File: src/rtl/i2cev_pkg.sv
package i2cev_pkg;
  localparam int DATA_W   = 16;
  localparam int ADDR_W   = 6;
  localparam int NUM_SRC  = 7;
  localparam int CODE_W   = $clog2(NUM_SRC + 1);

  localparam int OFF_ENABLE = 'h04;
  localparam int OFF_STATUS = 'h08;
  localparam int OFF_VECTOR = 'h28;

  // Status bit positions whose meaning a reader decodes.
  localparam int BIT_ACC_RDY = 2;
  localparam int BIT_STOPDET = 5;
  localparam int BIT_RSFULL  = 11;
  localparam int BIT_BUSY    = 12;

  typedef enum logic [1:0] {
    ACC_NONE,
    ACC_ENABLE,
    ACC_STATUS,
    ACC_VECTOR
  } acc_target_e;
endpackage

File: src/rtl/i2cev_flags.sv
module i2cev_flags #(
  parameter int NSRC = 7
) (
  input  logic            clk,
  input  logic            rst_n,
  input  logic [NSRC-1:0] set_i,
  input  logic [NSRC-1:0] clr_i,
  output logic [NSRC-1:0] flags_o
);
  logic [NSRC-1:0] flag_q, flag_d;
  logic            flag_en;

  // A new event wins over a clear in the same cycle.
  always_comb begin
    flag_en = (|set_i) | (|clr_i);
    flag_d  = (flag_q & ~clr_i) | set_i;
  end

  always_ff @(posedge clk or negedge rst_n) begin
    if (!rst_n)       flag_q <= '0;
    else if (flag_en) flag_q <= flag_d;
  end

  assign flags_o = flag_q;
endmodule

File: src/rtl/i2cev_prio.sv
module i2cev_prio #(
  parameter int NSRC = 7,
  parameter int CW   = 3
) (
  input  logic [NSRC-1:0] req_i,
  output logic [NSRC-1:0] grant_o,
  output logic [CW-1:0]   code_o
);
  logic [NSRC:0] seen;

  assign seen[0] = 1'b0;

  // The lowest index wins: a ripple of "already claimed" bits.
  for (genvar g = 0; g < NSRC; g++) begin : g_chain
    assign grant_o[g]  = req_i[g] & ~seen[g];
    assign seen[g+1]   = seen[g] | req_i[g];
  end

  always_comb begin
    code_o = '0;
    for (int i = 0; i < NSRC; i++) begin
      if (grant_o[i]) code_o = code_o | CW'(i + 1);
    end
  end
endmodule

File: src/rtl/i2cev_busy.sv
module i2cev_busy (
  input  logic clk,
  input  logic rst_n,
  input  logic start_i,
  input  logic stop_i,
  output logic busy_o
);
  logic busy_q, busy_d, busy_en;

  always_comb begin
    busy_en = start_i | stop_i;
    busy_d  = start_i;
  end

  always_ff @(posedge clk or negedge rst_n) begin
    if (!rst_n)       busy_q <= 1'b0;
    else if (busy_en) busy_q <= busy_d;
  end

  assign busy_o = busy_q;
endmodule

File: src/rtl/i2cev_regif.sv
module i2cev_regif
  import i2cev_pkg::*;
#(
  parameter int DW   = DATA_W,
  parameter int AW   = ADDR_W,
  parameter int NSRC = NUM_SRC,
  parameter int CW   = CODE_W
) (
  input  logic            clk,
  input  logic            rst_n,
  input  logic [AW-1:0]   addr_i,
  input  logic            wr_i,
  input  logic            rd_i,
  input  logic [DW-1:0]   wdata_i,
  input  logic [NSRC-1:0] flags_i,
  input  logic            busy_i,
  input  logic            rsfull_i,
  input  logic [CW-1:0]   vcode_i,
  input  logic [NSRC-1:0] vgrant_i,
  output logic [NSRC-1:0] enable_o,
  output logic [NSRC-1:0] clr_o,
  output logic [DW-1:0]   rdata_o
);
  localparam logic [NSRC-1:0] W1C_BITS =
    NSRC'((1 << BIT_ACC_RDY) | (1 << BIT_STOPDET));

  acc_target_e     tgt;
  logic [NSRC-1:0] en_q, en_d;
  logic            en_we;
  logic [DW-1:0]   rd_q, rd_d;
  logic [DW-1:0]   stat_word;

  always_comb begin
    if (addr_i == AW'(OFF_ENABLE))      tgt = ACC_ENABLE;
    else if (addr_i == AW'(OFF_STATUS)) tgt = ACC_STATUS;
    else if (addr_i == AW'(OFF_VECTOR)) tgt = ACC_VECTOR;
    else                                tgt = ACC_NONE;
  end

  always_comb begin
    en_we = wr_i && (tgt == ACC_ENABLE);
    en_d  = wdata_i[NSRC-1:0];
  end

  always_ff @(posedge clk or negedge rst_n) begin
    if (!rst_n)     en_q <= '0;
    else if (en_we) en_q <= en_d;
  end

  always_comb begin
    clr_o = '0;
    if (wr_i && (tgt == ACC_STATUS)) clr_o = clr_o | (wdata_i[NSRC-1:0] & W1C_BITS);
    if (rd_i && (tgt == ACC_VECTOR)) clr_o = clr_o | vgrant_i;
  end

  always_comb begin
    stat_word                = '0;
    stat_word[NSRC-1:0]      = flags_i;
    stat_word[BIT_RSFULL]    = rsfull_i;
    stat_word[BIT_BUSY]      = busy_i;
  end

  always_comb begin
    unique case (tgt)
      ACC_ENABLE: rd_d = DW'(en_q);
      ACC_STATUS: rd_d = stat_word;
      ACC_VECTOR: rd_d = DW'(vcode_i);
      default:    rd_d = '0;
    endcase
  end

  always_ff @(posedge clk or negedge rst_n) begin
    if (!rst_n)    rd_q <= '0;
    else if (rd_i) rd_q <= rd_d;
  end

  assign enable_o = en_q;
  assign rdata_o  = rd_q;
endmodule

File: src/rtl/i2cev_unit.sv
module i2cev_unit
  import i2cev_pkg::*;
(
  input  logic                clk,
  input  logic                rst_n,
  input  logic [NUM_SRC-1:0]  ev_pulse,
  input  logic                bus_start,
  input  logic                bus_stop,
  input  logic                rx_shift_full,
  input  logic [ADDR_W-1:0]   reg_addr,
  input  logic                reg_wr,
  input  logic                reg_rd,
  input  logic [DATA_W-1:0]   reg_wdata,
  output logic [DATA_W-1:0]   reg_rdata,
  output logic                irq
);
  logic [NUM_SRC-1:0] flag_q;
  logic [NUM_SRC-1:0] enable_q;
  logic [NUM_SRC-1:0] flag_clr;
  logic [NUM_SRC-1:0] pend_en;
  logic [NUM_SRC-1:0] vec_grant;
  logic [CODE_W-1:0]  vec_code;
  logic               busy_q;

  i2cev_flags #(.NSRC(NUM_SRC)) u_flags (
    .clk     (clk),
    .rst_n   (rst_n),
    .set_i   (ev_pulse),
    .clr_i   (flag_clr),
    .flags_o (flag_q)
  );

  assign pend_en = flag_q & enable_q;

  i2cev_prio #(.NSRC(NUM_SRC), .CW(CODE_W)) u_prio (
    .req_i   (pend_en),
    .grant_o (vec_grant),
    .code_o  (vec_code)
  );

  i2cev_busy u_busy (
    .clk     (clk),
    .rst_n   (rst_n),
    .start_i (bus_start),
    .stop_i  (bus_stop),
    .busy_o  (busy_q)
  );

  i2cev_regif #(
    .DW(DATA_W), .AW(ADDR_W), .NSRC(NUM_SRC), .CW(CODE_W)
  ) u_regif (
    .clk      (clk),
    .rst_n    (rst_n),
    .addr_i   (reg_addr),
    .wr_i     (reg_wr),
    .rd_i     (reg_rd),
    .wdata_i  (reg_wdata),
    .flags_i  (flag_q),
    .busy_i   (busy_q),
    .rsfull_i (rx_shift_full),
    .vcode_i  (vec_code),
    .vgrant_i (vec_grant),
    .enable_o (enable_q),
    .clr_o    (flag_clr),
    .rdata_o  (reg_rdata)
  );

  assign irq = |pend_en;
endmodule

File: config.mk
export PLATFORM = sky130hd
export DESIGN_NAME = i2cev_unit
export DESIGN_NICKNAME = d
export VERILOG_FILES = /design/src/rtl/i2cev_pkg.sv /design/src/rtl/i2cev_flags.sv /design/src/rtl/i2cev_prio.sv /design/src/rtl/i2cev_busy.sv /design/src/rtl/i2cev_regif.sv /design/src/rtl/i2cev_unit.sv
export SDC_FILE = /design/constraint.sdc
export NUM_CORES = 1
export LEC_CHECK = 0
export ABC_CLOCK_PERIOD_IN_PS = 1700
export BUFFER_PORTS_ARGS = -buffer_cell sky130_fd_sc_hd__buf_4
export CAP_MARGIN = 20
export CORE_MARGIN = 10
export CORE_UTILIZATION = 47
export CTS_CLUSTER_DIAMETER = 150
export DETAILED_ROUTE_END_ITERATION = 10
export GPL_ROUTABILITY_DRIVEN = 0
export PLACE_DENSITY_LB_ADDON = 0.25
export SYNTH_ARGS = -nofsm -noshare
export SYNTH_HDL_FRONTEND = slang
export SYNTH_SLANG_ARGS = --single-unit
File: constraint.sdc
create_clock -name clk -period 1.7 [get_ports clk]
set_input_delay 0.34 -clock clk [delete_from_list [all_inputs] [get_ports clk]]
set_output_delay 0.34 -clock clk [all_outputs]
set_load 0.01 [all_outputs]
Word-level counts from Yosys, hierarchy flattened
Cells that the tools add are included.
{"block": "word_totals", "reg_bits": 31}
{"block": "classes", "n_eq_ne": 6, "mux": 13, "bitwise": 24, "reduce_logical": 6}
{"operator": "13-bit one-hot mux with 3 select lines", "count": 1}
{"operator": "7-bit OR reduction", "count": 3}
{"operator": "7-bit AND", "count": 2}
{"operator": "3-bit two-way mux", "count": 4}
{"operator": "2-bit two-way mux", "count": 5}
{"operator": "7-bit two-way mux", "count": 1}
{"operator": "7-bit inverter", "count": 1}
{"operator": "1-bit bitwise OR", "count": 7}
{"operator": "6-bit by 7-bit bitwise OR with 7-bit output", "count": 1}
{"operator": "7-bit bitwise OR", "count": 1}
{"operator": "1-bit AND", "count": 6}
{"operator": "6-bit by 3-bit == test with 1-bit output, second input constant", "count": 1}
{"operator": "6-bit by 4-bit == test with 1-bit output, second input constant", "count": 1}
{"operator": "6-bit == test, second input constant", "count": 1}
{"operator": "6-bit two-way mux", "count": 1}
{"operator": "1-bit inverter", "count": 6}
{"operator": "2-bit == test, second input constant", "count": 2}
{"operator": "1-bit logical AND", "count": 3}
{"operator": "2-bit by 1-bit == test with 1-bit output, second input constant", "count": 1}
{"operator": "1-bit two-way mux", "count": 1}

Depth between registers and ports, before layout
Gate-level depths: netlist of run 1.
{"block": "logic_depth", "depth_word": 13, "depth_mapped": 5, "ltp_nobuf": 4}

Cells and area by module
Synthesis of run 1 repeated with hierarchy kept, for this count alone.
{"block": "hier_totals", "hier_cells": 139, "area_unflattened_um2": 1391.3}
{"mod": "i2cev_regif", "instances": 1, "cells_each": 85, "area_each_um2": 912.1}
{"mod": "i2cev_flags", "instances": 1, "cells_each": 21, "area_each_um2": 254.0}
{"mod": "i2cev_prio", "instances": 1, "cells_each": 20, "area_each_um2": 115.1}
{"mod": "i2cev_unit", "instances": 1, "cells_each": 10, "area_each_um2": 73.8}
{"mod": "i2cev_busy", "instances": 1, "cells_each": 3, "area_each_um2": 36.3}

Least setup slack after synthesis of run 1
No wires, ideal clock.
{"block": "synth_timing", "kind": "input to register", "startpoint": "in reg_addr[4]", "endpoint": "reg u_regif.en_q[0] (netlist: u_regif.enable_o[0])", "arrival_ns": 1.562, "slack_ns": 0.013, "path_stages": 5, "path_cell_list": "or3_4 -> or2_1 -> buf_6 -> nor2_8 -> mux2_2"}
{"block": "synth_between", "elab_chain_cells": 6}
{"element": "start, declared", "line": "i2cev_unit.sv:10", "source": "input logic [ADDR_W-1:0] reg_addr,"}
{"element": "6-bit == test", "line": "i2cev_regif.sv:36", "source": "else if (addr_i == AW'(OFF_VECTOR)) tgt = ACC_VECTOR;"}
{"element": "2-bit two-way mux", "line": "i2cev_regif.sv:36"}
{"element": "2-bit two-way mux", "line": "i2cev_regif.sv:35", "source": "else if (addr_i == AW'(OFF_STATUS)) tgt = ACC_STATUS;"}
{"element": "2-bit two-way mux *", "line": "i2cev_regif.sv:34", "source": "if (addr_i == AW'(OFF_ENABLE)) tgt = ACC_ENABLE;"}
{"element": "2-bit by 1-bit == test with 1-bit output *", "line": "i2cev_regif.sv:41", "source": "en_we = wr_i && (tgt == ACC_ENABLE);"}
{"element": "1-bit logical AND *", "line": "i2cev_regif.sv:41"}
{"element": "end signal, assigned", "line": "i2cev_regif.sv:47", "source": "else if (en_we) en_q <= en_d;"}
{"element": "end, declared", "line": "i2cev_regif.sv:28", "source": "logic [NSRC-1:0] en_q, en_d;"}
Every way passes the cells marked *; elsewhere a longest branch is shown, timed or not.
A chain may end at the register's enable or synchronous reset.

Worst setup path in the final report of run 1
{"block": "layout_timing", "startpoint": "reg u_flags.flag_q[0] (netlist: u_flags.flags_o[0])", "endpoint": "out irq"}
{"block": "layout_between", "elab_chain_cells": 2}
{"element": "start, declared", "line": "i2cev_flags.sv:10", "source": "logic [NSRC-1:0] flag_q, flag_d;"}
{"element": "start signal, assigned", "line": "i2cev_flags.sv:21", "source": "else if (flag_en) flag_q <= flag_d;"}
{"element": "7-bit AND", "line": "i2cev_unit.sv:33", "source": "assign pend_en = flag_q & enable_q;"}
{"element": "7-bit OR reduction", "line": "i2cev_unit.sv:68", "source": "assign irq = |pend_en;"}
{"element": "end, declared", "line": "i2cev_unit.sv:15", "source": "output logic irq"}
No other way between the ends.

==> results of run 1 <==
==> sequential cells by signal, indices dropped and copies added (netlist names) <==
signal            flops
u_flags.flags_o       7
u_busy.busy_o         1
u_regif.rdata_o       9
u_regif.enable_o      7
==> synth_stat cells, types with 3 or more instances <==
cell       n
a22oi_1    9
buf_4      7
inv_1      4
nand2_1   13
clkbuf_1   3
nand3_1    3
o21ai_0    5
mux2_2    11
dfrtp_1   24
nor2_1    10
a21o_1     6
==> logic make-up (layout without fill, tap and decap cells) <==
| logic type | count (synthesis) | after routing | synth area share [%] |
|---|---|---|---|
| AOI/OAI and AO/OA | 34 | 34 | 19.3 |
| muxes | 11 | 11 | 9.54 |
| buffers and inverters | 15 | 57 | 6.94 |
| and+or+nand+nor | 42 | 42 | 17.7 |
| other | 1 | 7 | 0.289 |
| DFF | 24 | 24 | 46.2 |
==> worst min-delay path by stage <==
stage,start,endpoint,slack [ps]
3_3_place_gp,rst_n,u_flags.flags_o[1],250
5_1_grt,ev_pulse[3],u_flags.flags_o[3],180
6_report,ev_pulse[6],u_flags.flags_o[6],190
4_1_cts,ev_pulse[3],u_flags.flags_o[3],190
3_5_place_dp,rst_n,u_flags.flags_o[2],260
2_1_floorplan,rst_n,u_busy.busy_o,40
==> timing repair <==
item | CTS | global route
gates resized for setup | 1 | 0
pin swaps | 2 | 0
hold endpoints to repair | 24 | 0
setup endpoints to repair | 1 | 1
setup buffers | 1 | 0
hold buffers | 1 | 0
==> through the flow <==
step	power (mW)	setup WS, ps
finish	1.35	-212
global route	1.43	-289
CTS	1.36	-216
detailed placement	0.932	-106
global placement	0.925	-91.5
floorplan	0.799	13.4
==> layout make-up <==
type,instances,area share [%]
Clock inverter,1,1.75
Clock buffer,3,1.32
Timing Repair Buffer,49,21.9
Tap cell,31,2.27
Multi-Input combinational cell,94,36.8
Sequential cell,24,35.1
Inverter,4,0.877
==> cell usage in the layout (no fill, tap or decap), types with 2 or more instances in the layout <==
cell,n
buf_4,47
nor2_1,10
nor2b_1,2
conb_1,7
a21o_1,6
a22oi_1,9
a31o_2,2
nand4_1,2
dfrtp_1,24
a22o_1,2
clkbuf_4,3
o32ai_1,2
a21oi_1,2
nand2_1,13
o21ai_0,5
and2_1,2
nand3_1,3
nand2b_1,2
mux2_2,11
inv_1,4
==> power groups by stage <==
stage | Combinational (mW) | Clock [mW] | Sequential (mW)
floorplan | 0.158 | 0 | 0.641
CTS | 0.310 | 0.419 | 0.631
global placement | 0.286 | 0 | 0.639
global route | 0.344 | 0.447 | 0.636
detailed placement | 0.291 | 0 | 0.642
finish | 0.308 | 0.414 | 0.631
==> critical path: stages (launching register included) <==
cell and delay (ps):
dfrtp_1 400, a222oi_1 440, and2_1 210, nand2_1 70
buf_6 140
==> metal layers <==
metal | up-vias | track usage, % | share of wire (%)
met5 | - | 0 | 0
met4 | 0 | 3.80 | 0.62
met3 | 2 | 3.95 | 11
met2 | 46 | 20.0 | 48
met1 | 531 | 15.2 | 41
li1 | 545 | - | -
==> impl_metrics.toml, run 1 <==
[clock_network]
cts_root_buffer = "clkbuf_4"
cts_tree = "done"
path_clk_slew_ps = 140
htreeDepth = 1
clk_latency_ps = 320
cts_buffers = 3
cts.sinks = 24
clock_path_buffers = 2

[floorplan]
die_area_sq_um = 5270
die_h_um = 72.6
top_level_ports = 53
initial_core_util_pct = 47.9
coreArea_sq_um = 2710
row_count = 19
die_x_um = 72.6

[grt]
grt_antenna_before_repair = 0
grt_max_degree = 25
overflow = 0
grt_usage_pct = 12.4
grt_pass1_vias = 1175
grt_first_pass_wirelength_um = 5380

[timing]
fin_setup_tns_ps = -212
finalSetupViolCount = 1
fin_crit_ps = 1910
clock.fmax_mhz = 523
period_share_pct = 112
hold_viol_final = 0
hold_ws_ps = 191
fin_skew_ps = 5.76
maxSlewViolCount = 0
fin_ws_ps = -212
rsz0062_at_grt = "yes"

[cells_and_area]
final_area_sq_um = 1710
final.fill_count = 231
final_core_util_pct = 63.2
syn_to_final_growth_pct = 31.8
fin_cells = 206
final_nets = 212
antennaDiodeCount = 0
multiInputGateArea_sq_um = 631
regArea_sq_um = 601
drive_gt1_share_pct = 40.0

[hold_path]
hp-class = "primary input to flop"
hold_depth = 2

[status]
violations = "setup timing"
outcome = "complete, but fails checks"

[place]
placed_cells = 200
hpwl_um = 2610
placed_area_sq_um = 1640
port_buffers = 36

[yosys]
syn-instance-count = 127
yosys-top-cells-area = "dfrtp_1, mux2_2, a22oi_1, buf_4, nand2_1"
syn_area_sq_um = 1300
synth_top_area_share_pct = 46.2
yosys.area.top_type = "dfrtp_1"
ys_ff_latch = 24
synth-main-ff-cell = "dfrtp_1"
synth.distinct_cells = 35
synthArstFlopShare_pct = 100
synth_edf_count = 0
ys_seq_area_share_pct = 46.2
syn_avg_cell_area_sq_um = 10.2
ys_warn_count = 0

[detailed_routing]
drtIter0Drc = 62
wl_per_cell_um = 15.7
ant_nets = 0
drc = 0
routed_via_density = 5.46
routed_wl_um = 3240
vias = 1124
dr.pass1.iters = 4

[run]
drv_cap = 0

[setup_path]
worstSetupEndpoint = "irq"
critPathMaxFanout = 2
reg2reg_depth = 5
reg2reg_from = "u_flags.flags_o[0]"
worst_setup_path_end_kind = "primary output"
critPathLaunch = "u_flags.flags_o[0]"
required_ps = 1360
cp-start-kind = "flop"
rr_endpoint = "u_flags.flags_o[5]"
rrSetupSlack_ps = 130
crit_arrival_ps = 1570
worstSetupPathType = "flop to primary output"

[power_and_ir_drop]
swShare_pct = 25.5
p_seq_share_pct = 46.6
intPower_mw = 1.01
pwr-share-clk_pct = 30.6
ir_worst_vdd_uv = 656
power.density_nw_per_um2 = 791
p_leak_nw = 0.804
p_switching_mw = 0.345
comb_power_share_pct = 22.8
(Power assumes the default switching activity.)
==> run 2: changes to the inputs <==
ABC_CLOCK_PERIOD_IN_PS = 2200   (was 1700)
CORE_UTILIZATION = 51   (was 47)
clock period = 2.2 ns   (was 1.7 ns; I/O delays follow)
==> run 2 against run 1 <==
Against the previous run: the flow now finishes without violations; global-route usage rose by 0.46 points; utilization increased by 2.4 points; sequential share of layout area is 2.2 points higher; power fell by 33%; critical path type unchanged; cell count is 5.3% lower; critical endpoint unchanged; register-to-register slack gained 410 ps; first-iteration DRC count increased by 130%; highest routed layer unchanged; sequential cell count is the same.
==> impl_metrics.toml, run 2 (synthesis gave the netlist of run 1 again) <==
[run]
drv_cap = 0

[floorplan]
die_x_um = 70.5
top_level_ports = 53
row_count = 18
die_area_sq_um = 4970
die_h_um = 70.5
initial_core_util_pct = 52.9
coreArea_sq_um = 2450

[status]
outcome = "finished, final reports clean"

[clock_network]
clock_path_buffers = 2
cts_resized = 0
cts_root_buffer = "clkbuf_4"
clk_latency_ps = 310
cts_buffers = 3
htreeDepth = 1
cts.sinks = 24
path_clk_slew_ps = 120
cts_tree = "done"

[setup_path]
worst_setup_path_end_kind = "primary output"
crit_chain = "a222oi_1 > and2_1 > nand2_1 > buf_4"
critPathMaxFanout = 5
rrSetupSlack_ps = 540
cp-start-kind = "flop"
critical-path-slowest-cell = "a222oi_1"
worstSetupEndpoint = "irq"
rr_endpoint = "u_regif.rdata_o[2]"
critPathLaunch = "u_flags.flags_o[0]"
slowest_delay_ps = 480
reg2reg_depth = 5
required_ps = 1760
worstSetupPathType = "flop to primary output"
crit_arrival_ps = 1730
reg2reg_from = "u_flags.flags_o[0]"

[grt]
grt_first_pass_wirelength_um = 5330
grt_usage_pct = 12.8
grt_pass1_vias = 1132
overflow = 0
grt_antenna_before_repair = 0
grt_max_degree = 25

[place]
hpwl_um = 2600
port_buffers = 36

[power_and_ir_drop]
power.density_nw_per_um2 = 563
p_leak_nw = 0.745
power_mw = 0.906
ir_worst_vdd_uv = 410

[cells_and_area]
largest_register_ff_count = 9
final_nets = 203
drive_gt1_share_pct = 36.4
final_cell_mix = "buf_4, dfrtp_1, nand2_1"
syn_to_final_growth_pct = 23.9
antennaDiodeCount = 0
final_core_util_pct = 65.5
layout_commonest_cell = "buf_4"

[detailed_routing]
vias = 1158
drtIter0Drc = 145
dr.pass1.iters = 5
ant_nets = 0
drc = 0
wl_per_cell_um = 17.4
routed_via_density = 5.94
routed_wl_um = 3390

[timing]
finalSetupViolCount = 0
fin_setup_tns_ps = 0
rsz0062_at_grt = "no"
fin_crit_ps = 2170
maxSlewViolCount = 0
hold_viol_final = 0
slew-limit-headroom_pct = 54.6
period_share_pct = 98.7
worst_slew_pin_slew_ps = 680
fin_skew_ps = 4.70
clock.fmax_mhz = 460

[hold_path]
hp-class = "primary input to flop"
==> run 2: cell types whose count changed in the layout (fill, tap and decap cells not counted) <==
cell	change
buf_6	-1
bufinv_16	-1
buf_4	-8
==> run 2: how the worst min path moves through the flow <==
| stage | cells past startpoint | slack [ps] | end | from |
|---|---|---|---|---|
| floorplan | 0 | 140 | u_busy.busy_o | rst_n |
| finish | 2 | 290 | u_flags.flags_o[3] | ev_pulse[3] |
| global placement | 1 | 350 | u_flags.flags_o[2] | rst_n |
| CTS | 2 | 290 | u_busy.busy_o | bus_start |
| global route | 2 | 270 | u_busy.busy_o | bus_start |
| detailed placement | 1 | 350 | u_regif.enable_o[0] | rst_n |
==> run 2: worst max-delay path, delay by kind of cell (launching register included) <==
kind,cells,cell delay [ps]
AOI/OAI and AO/OA,1,480
buffers and inverters,1,150
DFF,1,450
and+or+nand+nor,2,330
==> run 2: per-stage QoR <==
stage	setup WS, ps	area, sq um	hold slack (ps)	cells
after floorplan	413	1320	144	133
after global placement	282	1570	348	190
after detailed placement	252	1570	351	190
after CTS	40.4	1600	288	194
after global routing	12.2	1610	274	195
final	27.8	1610	289	195
==> run 2: timing repair <==
action                     4_1_cts  5_1_grt
buffers inserted                 0        1
setup endpoints to repair        0        1
hold buffers                     1        0
hold endpoints to repair        12        0
==> run 2: final cells by class <==
| type | instances | area (sq um) |
|---|---|---|
| flip-flops and latches | 24 | 601 |
| clock buffers | 3 | 22.5 |
| inverters | 4 | 15.0 |
| fillers | 222 | 846 |
| multi-input cells | 94 | 631 |
| repair buffers | 40 | 303 |
| well taps | 30 | 37.5 |
==> run 2: metal layers <==
metal  part of all wire, %  vias up  track usage, %
met5                     0        -               0
met4                   2.4        0            4.61
met3                    10       14            4.52
met2                    49       73            21.3
met1                    39      548            14.8
li1                      -      523               -
==> run 2: power by group <==
| part | total [mW] | switching [mW] | internal [mW] |
|---|---|---|---|
| Combinational | 0.224 | 0.109 | 0.115 |
| Clock | 0.189 | 0.125 | 0.0642 |
| Sequential | 0.492 | 0.0281 | 0.464 |
==> run 3: changes to the inputs <==
BUFFER_PORTS_ARGS = not set   (was -buffer_cell sky130_fd_sc_hd__buf_4)
CORE_UTILIZATION = 61   (was 51)
DONT_BUFFER_PORTS = 1   (was not set)
SKIP_LAST_GASP = 1   (was not set)
==> run 3 against run 2 <==
Against the previous run: cell area is 16% lower; worst setup slack better by 80 ps; critical path depth stayed put; routed wire length fell by 10%; sequential power hardly changed.
==> impl_metrics.toml, run 3 (synthesis gave the netlist of run 1 again) <==
[status]
outcome = "finished, final reports clean"

[place]
hpwl_um = 2330
port_buffers = 0

[clock_network]
cts_buffers = 3
cts.sinks = 24
path_clk_slew_ps = 130
cts_resized = 0
cts_root_buffer = "clkbuf_4"
clock_path_buffers = 2
htreeDepth = 1
clk_latency_ps = 320
cts_hold_buf = 1
cts_setup_buffers = 0
cts_tree = "done"

[timing]
rsz0062_at_grt = "no"
period_share_pct = 95.1
clock.fmax_mhz = 478
slew-limit-headroom_pct = 56.3
fin_skew_ps = 4.97
fin_setup_tns_ps = 0
worst_slew_pin_slew_ps = 654
maxSlewViolCount = 0
hold_viol_final = 0
fin_crit_ps = 2090
finalSetupViolCount = 0

[setup_path]
rrSetupSlack_ps = 570
critPathTopFamily = "flip-flops"
cp-start-kind = "flop"
crit_arrival_ps = 1650
worst_setup_path_end_kind = "primary output"
critical-path-slowest-cell = "dfrtp_1"
required_ps = 1760
slowest_delay_ps = 450
critPathMaxFanout = 6
crit_chain = "a222oi_1 > buf_4 > and2_1 > nand2_1"
path_buf_inv = 1
worstSetupPathType = "flop to primary output"

[cells_and_area]
final_nets = 166
layout_commonest_cell = "dfrtp_1"
final.fill_count = 164
antennaDiodeCount = 0
drive_gt1_share_pct = 18.6
regArea_sq_um = 601
syn_to_final_growth_pct = 3.85
multiInputGateArea_sq_um = 631
final_cell_mix = "dfrtp_1, nand2_1, mux2_2"
largest_register_ff_count = 9

[grt]
overflow = 0
grt_max_degree = 25
grt_pass1_vias = 971
grt_antenna_before_repair = 0
grt_first_pass_wirelength_um = 4830
grt_usage_pct = 14.2

[detailed_routing]
routed_via_density = 6.43
routed_wl_um = 3040
drtIter0Drc = 65
vias = 1003
dr.pass1.iters = 4
drc = 0
wl_per_cell_um = 19.5
ant_nets = 0

[floorplan]
initial_core_util_pct = 64.9
die_h_um = 66.1
top_level_ports = 53
die_x_um = 66.1
die_area_sq_um = 4370
row_count = 16
coreArea_sq_um = 2000

[power_and_ir_drop]
power_mw = 0.880
power.density_nw_per_um2 = 653
p_leak_nw = 0.573
ir_worst_vdd_uv = 393

[run]
drv_cap = 0

[hold_path]
hp-class = "primary input to flop"
run 3: cell types whose count changed in the layout (fill, tap and decap cells not counted), sizes merged:
| cell | previous run | this run |
|---|---|---|
| buf | 39 | 2 |
| clkbuf | 3 | 4 |
run 3: layout make-up:
| class | count | area share (%) |
|---|---|---|
| multi-input combinational | 94 | 46.8 |
| timing repair buffer | 3 | 2.41 |
| tap | 27 | 2.50 |
| sequential | 24 | 44.5 |
| clock buffer | 4 | 2.69 |
| inverter | 4 | 1.11 |
run 3: power by group:
| part | switching, mW | total (mW) | internal, mW |
|---|---|---|---|
| Clock | 0.133 | 0.234 | 0.101 |
| Sequential | 0.0293 | 0.494 | 0.464 |
| Combinational | 0.0829 | 0.153 | 0.0698 |
run 3: path summary, 6_finish.rpt:
path,cells after the start,to,startpoint
max in group asynchronous,2,u_regif.enable_o[2],rst_n
setup / recovery,4,irq,u_regif.enable_o[0]
setup reg to reg,5,u_flags.flags_o[5],u_regif.enable_o[0]
min in group asynchronous,1,u_regif.rdata_o[5],rst_n
hold / removal,1,u_flags.flags_o[3],ev_pulse[3]
hold reg to reg,1,u_busy.busy_o,u_busy.busy_o
run 3: per-layer routing:
| layer | GRT usage, % | vias up | part of all wire [%] |
|---|---|---|---|
| met3 | 6.78 | 5 | 14 |
| li1 | - | 449 | - |
| met2 | 22.0 | 57 | 47 |
| met1 | 16.1 | 492 | 38 |
| met5 | 0 | - | 0 |
| met4 | 6.54 | 0 | 1.4 |
run 3: worst reg2reg max path, delay by kind of cell (launching register included):
kind | cells | cell delay, ps
buffers and inverters | 1 | 190
AO/OA/AOI/OAI | 2 | 640
flip-flops | 1 | 450
AND/OR/NAND/NOR | 2 | 250
run 3: per-stage QoR:
stage | hold slack [ps] | area [sq um] | setup slack (ps) | std cells | util, %
4_1_cts | 198 | 1330 | 128 | 155 | 66.6
3_3_place_gp | 145 | 1290 | 287 | 150 | 64.3
3_5_place_dp | 145 | 1290 | 250 | 150 | 64.3
6_report | 198 | 1350 | 107 | 156 | 67.4
2_1_floorplan | 144 | 1320 | 413 | 133 | -
5_1_grt | 175 | 1350 | 29.4 | 156 | 67.4
